File: src/rtl/cbuf_mask_pkg.sv
// Package: shared widths and helpers for the circular-buffer address mask.
// Assumes the mask covers the low half of the address; the upper half is
// always passed as ones.
package cbuf_mask_pkg;

    localparam int unsigned ADDR_W_DEF = 32;
    localparam int unsigned MASK_W_DEF = 16;

    // Mask value held after reset: every bit set, so masking is transparent.
    localparam logic [MASK_W_DEF-1:0] MASK_RESET = {MASK_W_DEF{1'b1}};

endpackage

File: src/rtl/cbuf_mask_store.sv
// Module: cbuf_mask_store
// Holds the mask and forms the bus readback. Only the low MASK_W bits of
// the write data are kept; readback bits above MASK_W read as ones.
// Assumes BUS_W > MASK_W and a synchronous active-low reset.
module cbuf_mask_store #(
    parameter int unsigned BUS_W  = 32,
    parameter int unsigned MASK_W = 16,
    parameter logic [MASK_W-1:0] RST_VAL = {MASK_W{1'b1}}
) (
    input  logic              clk,
    input  logic              rst_n,
    input  logic              wr_en,
    input  logic [BUS_W-1:0]  wdata,
    output logic [MASK_W-1:0] mask_q,
    output logic [BUS_W-1:0]  rdata
);

    localparam int unsigned HI_W = BUS_W - MASK_W;

    logic [HI_W-1:0] unused_wdata_hi;

    // Discarded upper write bits, kept named so they are visibly dropped.
    assign unused_wdata_hi = wdata[BUS_W-1:MASK_W];

    // Mask register: reset to transparent, load the low half on a write.
    always_ff @(posedge clk) begin
        if (!rst_n) begin
            mask_q <= RST_VAL;
        end else if (wr_en) begin
            mask_q <= wdata[MASK_W-1:0];
        end
    end

    // Readback: forced ones above the stored field.
    always_comb begin
        rdata = {{HI_W{1'b1}}, mask_q};
    end

endmodule

File: src/rtl/cbuf_addr_gate.sv
// Module: cbuf_addr_gate
// Purely combinational address gate. Each low address bit is cleared when
// masking is on and its mask bit is zero; upper bits always pass through.
// Assumes ADDR_W > MASK_W.
module cbuf_addr_gate #(
    parameter int unsigned ADDR_W = 32,
    parameter int unsigned MASK_W = 16
) (
    input  logic              en,
    input  logic [MASK_W-1:0] mask,
    input  logic [ADDR_W-1:0] addr_in,
    output logic [ADDR_W-1:0] addr_out
);

    genvar gi;
    generate
        for (gi = 0; gi < ADDR_W; gi++) begin : g_bit
            if (gi < MASK_W) begin : g_lo
                // Low bit: gated by its mask bit when enabled.
                assign addr_out[gi] = addr_in[gi] & (mask[gi] | ~en);
            end else begin : g_hi
                // High bit: never masked.
                assign addr_out[gi] = addr_in[gi];
            end
        end
    endgenerate

endmodule

File: src/rtl/cbuf_addr_mask.sv
// Module: cbuf_addr_mask (top)
// Address mask register with readback plus the combinational masking path
// for a multiply-accumulate unit's operand addresses. Assumes the caller
// generates the effective address and drives the per-operation enable.
module cbuf_addr_mask #(
    parameter int unsigned ADDR_W = cbuf_mask_pkg::ADDR_W_DEF,
    parameter int unsigned MASK_W = cbuf_mask_pkg::MASK_W_DEF
) (
    input  logic              clk,
    input  logic              rst_n,
    input  logic              cfg_wr_en,
    input  logic [ADDR_W-1:0] cfg_wdata,
    output logic [ADDR_W-1:0] cfg_rdata,
    input  logic              mask_on,
    input  logic [ADDR_W-1:0] eff_addr,
    output logic [ADDR_W-1:0] op_addr
);

    logic [MASK_W-1:0] mask_q;

    cbuf_mask_store #(
        .BUS_W  (ADDR_W),
        .MASK_W (MASK_W),
        .RST_VAL({MASK_W{1'b1}})
    ) u_store (
        .clk    (clk),
        .rst_n  (rst_n),
        .wr_en  (cfg_wr_en),
        .wdata  (cfg_wdata),
        .mask_q (mask_q),
        .rdata  (cfg_rdata)
    );

    cbuf_addr_gate #(
        .ADDR_W (ADDR_W),
        .MASK_W (MASK_W)
    ) u_gate (
        .en       (mask_on),
        .mask     (mask_q),
        .addr_in  (eff_addr),
        .addr_out (op_addr)
    );

endmodule

File: config.mk
export PLATFORM = sky130hd
export DESIGN_NAME = cbuf_addr_mask
export DESIGN_NICKNAME = d
export VERILOG_FILES = /design/src/rtl/cbuf_mask_pkg.sv /design/src/rtl/cbuf_mask_store.sv /design/src/rtl/cbuf_addr_gate.sv /design/src/rtl/cbuf_addr_mask.sv
export SDC_FILE = /design/constraint.sdc
export NUM_CORES = 1
export LEC_CHECK = 0
export BUFFER_PORTS_ARGS = -buffer_cell sky130_fd_sc_hd__clkbuf_2
export CAP_MARGIN = 5
export CORE_ASPECT_RATIO = 1.2
export CORE_MARGIN = 1
export CORE_UTILIZATION = 31
export CTS_CLUSTER_SIZE = 30
export DETAILED_ROUTE_END_ITERATION = 6
export PLACE_DENSITY = 0.8
export SYNTH_ARGS = -nofsm -noshare
export SYNTH_HDL_FRONTEND = slang
export SYNTH_SLANG_ARGS = --single-unit
File: constraint.sdc
create_clock -name clk -period 0.87 [get_ports clk]
set_clock_uncertainty 0.05 [all_clocks]
set_input_delay 0.087 -clock clk [delete_from_list [all_inputs] [get_ports clk]]
set_output_delay 0.087 -clock clk [all_outputs]
set_load 0.1 [all_outputs]
==> flow_summary_export.csv <==
group,metric,value,unit
drt,post_drt_wl_per_cell,14.8,um
synth,synth_seq_area_share,32.7,%
setup_path,worst-path-max-fanout,2,
sta,fin_setup_tns,-7.84,ns
global_routing,grt_pass1_vias,1179,
floorplanning,core,3030,um2
clock_network,cts-htree-levels,1,
setup_path,crit_chain,"inv_4, a21boi_4, buf_12",
drt,ant_nets,0,
drt,wl,3720,um
drt,drc,0,
placed_design,dpl_cell_area,2070,um2
clock_network,cts.path.max_buffers,2,
outcome,violations,"setup timing",
synth,synth_flop_cell,"dfxtp_1",
global_routing,grt_max_degree,33,
global_routing,track_usage,22.8,%
synth,synthDistinctLibCells,11,
sta,setup_viol,32,
synth,yosys_warnings,0,
drt,first_pass_iters,2,
finish,syn2layout_area_growth,149,%
synth,synthArstFlopShare,0,%
synth,synth_area_leader_cell,"dfxtp_1",
placed_design,gp_congestion,0.605,
sta,finalCritPeriodShare,137,%
setup_path,worst-setup-path-type,"register to output pin",
sta,rsz0062_at_grt,"true",
finish,layout.nets,286,
setup_path,cp_top_family,"flip-flops",
min_path,min_path_type,"input pin to output pin",
floorplanning,die_h,63.6,um
synth,syn_inst,119,
synth,synth_edf_count,0,
setup_path,end_kind,"output pin",
synth,syn-cell-area,981,um2
floorplanning,io_pins,132,
clock_network,cts_buffers,3,
placed_design,hpwlAfterDp,2310,um
power_and_ir_drop,totalPowerFinal,3420,uW
finish,regMostFlops,"u_store.mask_q",
synth,synth_common_cells,"buf_4 (33), a21boi_0 (16), dfxtp_1 (16), inv_1 (16), nand2_1 (16)",
floorplanning,fp.dieW,53.4,um
synth,yosysMostFrequentCell,"buf_4",
finish,fin_area,2440,um2
setup_path,critPathBufInv,2,
clock_network,cts_tree,"done",
clock_network,numClockSinks,16,
setup_path,slowest_delay,0.37,ns
drt,avgViaCountPerCell,4.52,
setup_path,startpoint_type,"register",
clock_network,cts.clk_slew.worst_paths,0.09,ns
setup_path,worstPathArrival,1.05,ns
finish,final_layout_size_suffix_gt1_share,70.8,%
synth,yosys-top-cells-area,"dfxtp_1 (33%), buf_4 (25%), a21boi_0 (12%), o211ai_1 (11%), inv_1 (6.1%)",
sta,finalWorstSetupSlack,-0.322,ns
finish,nFillCells,179,
sta,slew_viol_final,0,
finish,largest_reg_flops,16,
synth,synth_top_area_share,32.7,%
setup_path,cp_data_required_time,0.73,ns
outcome,status,"finished with violations",
job,maxCapViolCount,0,
power_and_ir_drop,power-per-cell-area,1400,nW/um2
global_routing,grt_antenna_before_repair,0,
floorplanning,die_area,3390,um2
sta,fin_crit,1.19,ns
synth,synth_seq_cells,16,
setup_path,cpMaxStageDelayCell,"dfxtp_4",
floorplanning,num_rows,22,
global_routing,grt_overflow,0,
sta,hold_violations,0,
finish,top_regs,"u_store.mask_q x16",
global_routing,grt_pass1_wl,5640,um
clock_network,root_buffer,"clkbuf_4",
sta,fin_hold_ws,0.124,ns
power_and_ir_drop,p_leak,0.00122,uW
power_and_ir_drop,ir_drop,1110,uV
drt,first_iter_violations,18,
floorplanning,initial_core_util,32.4,%
synth,synth.avg_cell_area,8.24,um2
sta,clock.fmax,0.839,GHz
finish,diodes,0,
drt,num_vias,1140,
placed_design,numPortBuffers,67,
clock_network,clock_latency,0.28,ns
==> final timing paths <==
check / from / end / slack, ns / depth (start not counted)
worst max-delay path: u_store.mask_q[8] / op_addr[8] / -0.32 / 3
worst min-delay path: eff_addr[22] / op_addr[22] / 0.12 / 0
worst max register to register: u_store.mask_q[6] / u_store.mask_q[6] / 0 / 3
worst min register to register: u_store.mask_q[3] / u_store.mask_q[3] / 0.48 / 2
==> per-stage QoR <==
step	worst slack, ns	std cells	utilization, %
2_1_floorplan	-0.442	134	-
3_3_place_gp	-0.00132	219	68.5
3_5_place_dp	-0.0185	219	68.5
4_1_cts	-0.304	252	79.6
5_1_grt	-0.359	252	80.7
6_report	-0.322	252	80.7
==> kinds of logic (layout without fill, tap and decap cells) <==
kind of cell	count (synthesis)	count (layout)	synth area share, %
buf+inv	54	136	35.8
compound gates	32	32	25.0
simple gates	16	16	6.12
other cells	1	16	0.382
flops	16	16	32.7
==> final cells by class <==
cell class / instances / area (um2) / share of cell area (%)
inverters: 16 / 100 / 4.09
repair buffers: 117 / 1350 / 55.3
well taps: 36 / 45.0 / 1.84
multi-input cells: 64 / 546 / 22.3
flip-flops and latches: 16 / 380 / 15.6
clock buffers: 3 / 22.5 / 0.921
==> power breakdown <==
| group | total (uW) | switching [uW] | leakage [uW] | internal [uW] |
|---|---|---|---|---|
| logic | 2190 | 1390 | 0.00107 | 798 |
| clock network | 395 | 234 | 0.0000138 | 160 |
| registers | 837 | 64.6 | 0.000135 | 773 |
| total | 3420 | 1690 | 0.00122 | 1730 |
==> repair_timing <==
action                                 CTS  global route
setup endpoints to repair               32            38
hold buffers                            16             0
pin swaps                               16             6
setup buffers                           14             4
gates cloned                             0             0
resized for setup                       13            11
endpoints found under the hold margin   16             0
==> routing by layer <==
layer,wire length [um],track usage (%),vias up
li1,-,-,537
met1,1430,25.7,516
met2,1850,40.3,77
met3,349,5.31,10
met4,94,7.57,0
met5,0,0,-
==> layout by cell type, fill, tap and decap left out, types with 15 or more instances in the layout <==
cell	netlist	final
inv_4	0	16
clkbuf_2	1	35
dlygate4sd3_1	0	16
o211ai_1	15	15
a21boi_4	0	16
nand2_1	16	16
buf_6	3	22
dfxtp_4	0	16
buf_12	0	35
conb_1	1	16
Power figures use the tool's default switching activity.
